===== config.mk =====
export PLATFORM = sky130hd
export DESIGN_NAME = rtc_seconds_core
export DESIGN_NICKNAME = d
export VERILOG_FILES = /design/src/rtl/rtc_pkg.sv /design/src/rtl/rtc_ctrl.sv /design/src/rtl/rtc_dpath.sv /design/src/rtl/rtc_seconds_core.sv
export SDC_FILE = /design/constraint.sdc
export NUM_CORES = 1
export LEC_CHECK = 0
export ABC_AREA = 1
export BUFFER_PORTS_ARGS = -buffer_cell sky130_fd_sc_hd__buf_2
export CAP_MARGIN = 25
export CORE_UTILIZATION = 50
export DETAILED_ROUTE_END_ITERATION = 10
export GPL_TIMING_DRIVEN = 0
export PLACE_DENSITY = 0.71
export RECOVER_POWER = 25
export SLEW_MARGIN = 10
export SYNTH_ARGS = -nofsm -noshare
export SYNTH_HDL_FRONTEND = slang
export SYNTH_SLANG_ARGS = --single-unit

===== constraint.sdc =====
create_clock -name clk -period 1.8 [get_ports clk]
set_input_delay 0.09 -clock clk [delete_from_list [all_inputs] [get_ports clk]]
set_output_delay 0.09 -clock clk [all_outputs]
set_load 0.01 [all_outputs]

===== src/rtl/rtc_pkg.sv =====
`timescale 1ns/1ps
package rtc_pkg;
  localparam int NUM_ALARMS = 2;
  localparam int ADDR_W     = 5;
  localparam int IDX_W      = ADDR_W - 2;
  localparam int CFG_W      = 3;

  // word index = byte address / 4
  localparam logic [IDX_W-1:0] IDX_STATUS = 3'd0;
  localparam logic [IDX_W-1:0] IDX_CFG0   = 3'd1;
  localparam logic [IDX_W-1:0] IDX_TIME   = 3'd3;
  localparam logic [IDX_W-1:0] IDX_ALM0   = 3'd4;
  localparam logic [IDX_W-1:0] IDX_CALIB  = 3'd6;
  localparam logic [IDX_W-1:0] IDX_TEST   = 3'd7;

  localparam int CFG_ALARM_EN = 0;
  localparam int CFG_PER_EN   = 1;
  localparam int CFG_ONE_HZ   = 2;

  typedef struct packed {
    logic                  tick;
    logic                  wrStatus;
    logic [NUM_ALARMS-1:0] wrCfg;
    logic                  wrTime;
    logic [NUM_ALARMS-1:0] wrAlarm;
    logic                  wrCalib;
    logic                  wrTest;
  } rtcStrobes_t;
endpackage


===== src/rtl/rtc_ctrl.sv =====
`timescale 1ns/1ps
module rtc_ctrl
  import rtc_pkg::*;
(
  input  logic              tick,
  input  logic              wrEn,
  input  logic [ADDR_W-1:0] regAddr,
  output rtcStrobes_t       strobes,
  output logic [IDX_W-1:0]  rdIdx
);
  logic [IDX_W-1:0] wordIdx;
  logic             aligned;
  logic             wrOk;

  assign wordIdx = regAddr[ADDR_W-1:2];
  assign aligned = (regAddr[1:0] == 2'b00);
  assign wrOk    = wrEn && aligned;
  assign rdIdx   = wordIdx;

  assign strobes.tick     = tick;
  assign strobes.wrStatus = wrOk && (wordIdx == IDX_STATUS);
  assign strobes.wrTime   = wrOk && (wordIdx == IDX_TIME);
  assign strobes.wrCalib  = wrOk && (wordIdx == IDX_CALIB);
  assign strobes.wrTest   = wrOk && (wordIdx == IDX_TEST);

  for (genvar i = 0; i < NUM_ALARMS; i++) begin : g_alarmDec
    assign strobes.wrCfg[i]   = wrOk && (wordIdx == IDX_CFG0 + IDX_W'(i));
    assign strobes.wrAlarm[i] = wrOk && (wordIdx == IDX_ALM0 + IDX_W'(i));
  end
endmodule


===== src/rtl/rtc_dpath.sv =====
`timescale 1ns/1ps
module rtc_dpath
  import rtc_pkg::*;
#(
  parameter int                DATA_W     = 32,
  parameter int                TEST_W     = 8,
  parameter logic [TEST_W-1:0] TEST_RESET = '1
) (
  input  logic                  clk,
  input  logic                  rstN,
  input  rtcStrobes_t           strobes,
  input  logic [IDX_W-1:0]      rdIdx,
  input  logic [DATA_W-1:0]     wrData,
  output logic [DATA_W-1:0]     rdData,
  output logic [NUM_ALARMS-1:0] irqOut,
  output logic                  clockUninit,
  output logic [DATA_W-1:0]     timeVal,
  output logic [NUM_ALARMS-1:0] statusVal
);
  logic [DATA_W-1:0]                       timeQ;
  logic [DATA_W-1:0]                       timeNext;
  logic [NUM_ALARMS-1:0][DATA_W-1:0]       alarmQ;
  logic [NUM_ALARMS-1:0][CFG_W-1:0]        cfgQ;
  logic [NUM_ALARMS-1:0]                   statusQ;
  logic [NUM_ALARMS-1:0]                   setEv;
  logic [NUM_ALARMS-1:0]                   clrEv;
  logic [DATA_W-1:0]                       calibQ;
  logic [TEST_W-1:0]                       testQ;

  assign timeNext = timeQ + DATA_W'(1);

  always_comb begin
    for (int i = 0; i < NUM_ALARMS; i++) begin
      setEv[i] = strobes.tick &&
                 ((!strobes.wrTime && (timeNext == alarmQ[i])) ||
                  (cfgQ[i][CFG_PER_EN] && cfgQ[i][CFG_ONE_HZ]));
      clrEv[i] = strobes.wrStatus && wrData[i];
    end
  end

  always_ff @(posedge clk) begin
    if (!rstN) begin
      timeQ   <= '0;
      alarmQ  <= '0;
      cfgQ    <= '0;
      statusQ <= '0;
      calibQ  <= '0;
      testQ   <= TEST_RESET;
    end else begin
      if (strobes.wrTime)    timeQ <= wrData;
      else if (strobes.tick) timeQ <= timeNext;
      for (int i = 0; i < NUM_ALARMS; i++) begin
        if (strobes.wrAlarm[i]) alarmQ[i] <= wrData;
        if (strobes.wrCfg[i])   cfgQ[i]   <= wrData[CFG_W-1:0];
        if (setEv[i])           statusQ[i] <= 1'b1;
        else if (clrEv[i])      statusQ[i] <= 1'b0;
      end
      if (strobes.wrCalib) calibQ <= wrData;
      if (strobes.wrTest)  testQ  <= wrData[TEST_W-1:0];
    end
  end

  for (genvar i = 0; i < NUM_ALARMS; i++) begin : g_irq
    assign irqOut[i] = statusQ[i] && cfgQ[i][CFG_ALARM_EN];
  end

  assign clockUninit = |testQ;
  assign timeVal     = timeQ;
  assign statusVal   = statusQ;

  always_comb begin
    rdData = '0;
    case (rdIdx)
      IDX_STATUS:        rdData = DATA_W'(statusQ);
      IDX_CFG0:          rdData = DATA_W'(cfgQ[0]);
      IDX_CFG0 + 3'd1:   rdData = DATA_W'(cfgQ[1]);
      IDX_TIME:          rdData = timeQ;
      IDX_ALM0:          rdData = alarmQ[0];
      IDX_ALM0 + 3'd1:   rdData = alarmQ[1];
      IDX_CALIB:         rdData = calibQ;
      IDX_TEST:          rdData = DATA_W'(testQ);
      default:           rdData = '0;
    endcase
  end
endmodule


===== src/rtl/rtc_seconds_core.sv =====
`timescale 1ns/1ps
module rtc_seconds_core
  import rtc_pkg::*;
#(
  parameter int                DATA_W     = 32,
  parameter int                TEST_W     = 8,
  parameter logic [TEST_W-1:0] TEST_RESET = '1
) (
  input  logic              clk,
  input  logic              rstN,
  input  logic              tick,
  input  logic              wrEn,
  input  logic [4:0]        regAddr,
  input  logic [DATA_W-1:0] wrData,
  output logic [DATA_W-1:0] rdData,
  output logic [1:0]        irqOut,
  output logic              clockUninit
);
  rtcStrobes_t           strobes;
  logic [IDX_W-1:0]      rdIdx;
  logic [DATA_W-1:0]     timeVal;
  logic [NUM_ALARMS-1:0] statusVal;

  rtc_ctrl ctrl_i (
    .tick(tick), .wrEn(wrEn), .regAddr(regAddr),
    .strobes(strobes), .rdIdx(rdIdx)
  );

  rtc_dpath #(.DATA_W(DATA_W), .TEST_W(TEST_W), .TEST_RESET(TEST_RESET)) dpath_i (
    .clk(clk), .rstN(rstN), .strobes(strobes), .rdIdx(rdIdx),
    .wrData(wrData), .rdData(rdData), .irqOut(irqOut),
    .clockUninit(clockUninit), .timeVal(timeVal), .statusVal(statusVal)
  );
endmodule


==> impl_metrics.tcl <==
set metrics [dict create \
    path_clk_slew_ps 60 \
    critical_path_class "reg -> reg" \
    path_delay_family "simple AND/OR/NAND/NOR gates" \
    cp-end-kind "flop" \
    ys_types 40 \
    netlist_instances 1356 \
    finalSetupViolCount 45 \
    grt_pass1_vias 9044 \
    arrival_ps 2690 \
    fin_nets 1538 \
    cts-root-buf "clkbuf_16" \
    via_per_inst 5.82 \
    synth-seq-cells 144 \
    io_pins 76 \
    core-area_um2 16600 \
    first_iter_violations 1223 \
    rsz0062_at_grt "yes" \
    syn_to_final_growth_pct 24.0 \
    synth_edf_count 0 \
    drc 0 \
    worst_ep_required_time_ps 2160 \
    cts_tree "done" \
    relSlewSlack 0.290 \
    p_int_mw 5.43 \
    status "complete, but fails checks" \
    overflow 0 \
    dp_hpwl_um 23900 \
    seqPwrFrac 0.445 \
    fin_skew_ps 7.35 \
    final_cells 1728 \
    ant_nets 0 \
    synth_top_area_share 0.339 \
    p_per_area_nw_per_um2 697 \
    path_buf_inv 1 \
    port_buffers 74 \
    finalHoldViolCount 0 \
    finalCritPeriodShare 1.30 \
    peakVddDrop_uv 672 \
    hold_path.startpoint "wrData[1]" \
    worstMarginPinSlew_ps 1070 \
    p_sw_mw 1.91 \
    preCtsSetupSlack_ps -815 \
    cts_inserted_buffers 17 \
    synth_area_um2 8500 \
    n_fill_cell 1558 \
    vias 10100 \
    wl_per_cell_um 19.6 \
    antenna_found_initial 0 \
    p_leak_nw 4.30 \
    clock-sinks 144 \
    diodes 0 \
    place_inst 1650 \
    max_cap_viol_count 0 \
    mostFrequentLayoutCells "380 x nand2_1, 145 x nor2_1, 131 x dfxtp_1" \
    worstSkewPairLatency_ps 430 \
    cpMaxStageDelayCell "dfxtp_4" \
    synth-seq-area-share 0.339 \
    initial_core_util 0.512 \
    synth_area_per_cell_um2 6.27 \
    final_core_util 0.635 \
    crit_fanout 4 \
    clockBufferDepth 2 \
    place_congestion 0.988 \
    synthTopCellsByArea "dfxtp_1 34%, nand2_1 18%, nor2_1 7.7%, nand3_1 7.5%, o21ai_0 6.2%" \
    syn-num-nets 1398 \
    r2r-start "dpath_i.timeVal[0]$_SDFFE_PN0P_" \
    violations "setup timing" \
    groute.usage.overall 0.386 \
    p_sw_frac 0.261 \
    layout_commonest_cell "nand2_1" \
    drive_above_1_share 0.168 \
    synth_top_area_cell "dfxtp_1" \
    p_clk_frac 0.455 \
    design_area_um2 10500 \
    hold_class "in -> reg" \
    layout_setup_ws_ps -538 \
    synthFlopType "dfxtp_1" \
    clock.fmax_mhz 428 \
    grt_pass1_wl_um 50800 \
    dieArea_um2 17500 \
    critPathLaunch "dpath_i.timeVal[0]$_SDFFE_PN0P_" \
    worstPathCellList "ha_4 > nand2_4 > nor2_4 > nand2_2 > nor2_4 > nand3_1 > nand3_2 > nand2_1 > inv_1 > nand3_2 > nor2_2 > nand3_2 > nand2_1 > nand2_1 > a21oi_2" \
    slew_viol_final 0 \
    row_count 47 \
    start_kind "flop" \
    critPathMaxStageDelay_ps 370 \
    period_minus_slack_ps 2340 \
    synth-async-reset-ratio 0 \
    die_y_um 132 \
    wirelength_um 33900 \
    yosys_warnings 0 \
    drt_first_pass_iters 5 \
    comb_power_share 0.100 \
    dieWidth_um 132 \
    ctsHtreeMaxLevel 4 \
    grt_max_degree 17 \
    dpl_cell_area_um2 9180 \
]
## final cells by class
cell class | instances | area (um^2) | share of cell area
clock buffers | 25 | 475 | 0.0451
multi-input cells | 1024 | 5230 | 0.497
repair buffers | 121 | 836 | 0.0793
inverters | 135 | 515 | 0.0489
plain buffers | 53 | 234 | 0.0222
clock inverters | 6 | 60.1 | 0.00570
flip-flops and latches | 144 | 2910 | 0.276
well taps | 220 | 275 | 0.0261
## worst paths after layout
| check | end | slack (ps) | cells after the start |
|---|---|---|---|
| hold / removal | dpath_i.testQ[1]$_SDFFE_PN1P_ | 7 | 3 |
| setup reg to reg | dpath_i.statusVal[0]$_SDFFE_PN0P_ | -540 | 15 |
| setup / recovery | dpath_i.statusVal[0]$_SDFFE_PN0P_ | -540 | 15 |
| hold reg to reg | dpath_i.calibQ[13]$_SDFFE_PN0P_ | 480 | 2 |
## worst min-delay path: cells and delay by family
family / cells / cell delay (ps)
AND/OR/NAND/NOR: 2 / 130
buffers and inverters: 1 / 180
## layer usage
| layer | part of all wire | up-vias | global-route usage |
|---|---|---|---|
| met5 | 0 | - | 0 |
| li1 | - | 4756 | - |
| met2 | 0.43 | 664 | 0.588 |
| met3 | 0.13 | 99 | 0.106 |
| met1 | 0.40 | 4541 | 0.514 |
| met4 | 0.035 | 0 | 0.153 |
## cell usage after synthesis, types with 2 or more instances
cell,count
nor2_4,6
nor2_2,5
nor2_8,2
o21ai_2,3
nand4_1,2
o21ai_0,106
xor2_1,4
nand3_2,4
dfxtp_1,144
xnor3_1,4
a31oi_1,26
a21oi_1,67
o2111ai_1,29
nor4_1,2
nand3_1,127
nand2_4,2
a21oi_2,2
nor3_1,3
o22ai_1,9
a221oi_1,7
buf_2,3
nand2_1,398
a22oi_1,5
nand2_2,10
o211ai_1,6
inv_2,7
nor3_2,2
inv_1,127
nor2_1,175
clkbuf_1,49
nand3b_1,9
o21ai_1,3
## stage by stage
step / setup TNS, ps / power, mW / hold WS (ps)
2_1_floorplan: -93.4 / 3.67 / 203
3_3_place_gp: -47780 / 3.94 / 363
3_5_place_dp: -50770 / 3.95 / 368
4_1_cts: -890 / 7.28 / 9.97
5_1_grt: -12500 / 7.51 / 31.3
6_report: -6460 / 7.35 / 7.36
## power groups by stage
stage | Clock [mW] | Sequential (mW) | Combinational (mW)
2_1_floorplan | 0 | 3.33 | 0.335
4_1_cts | 3.33 | 3.27 | 0.678
3_5_place_dp | 0 | 3.34 | 0.606
6_report | 3.34 | 3.27 | 0.735
3_3_place_gp | 0 | 3.34 | 0.603
5_1_grt | 3.46 | 3.27 | 0.781
## cell families after synthesis
| family | Yosys count | synth area share |
|---|---|---|
| compound gates | 265 | 0.183 |
| xor+xnor | 9 | 0.0158 |
| buf+inv | 188 | 0.0835 |
| flops | 144 | 0.339 |
| simple gates | 749 | 0.377 |
| fa+ha+maj | 1 | 0.00147 |
## what timing repair did
action | CTS | global route
pin swaps | 29 | 30
setup buffers | 16 | 4
hold endpoints to repair | 77 | 0
hold buffers | 28 | 0
gates resized for setup | 76 | 59
endpoints found under the setup margin | 69 | 74
gates cloned | 0 | 0
## state kept, by name, summed over array words and instances, names as in the netlist
register	count
dpath_i.statusVal	2
dpath_i.calibQ	32
dpath_i.testQ	8
dpath_i.timeVal	32
dpath_i.alarmQ	64
dpath_i.cfgQ	6
(Power assumes the default switching activity.)
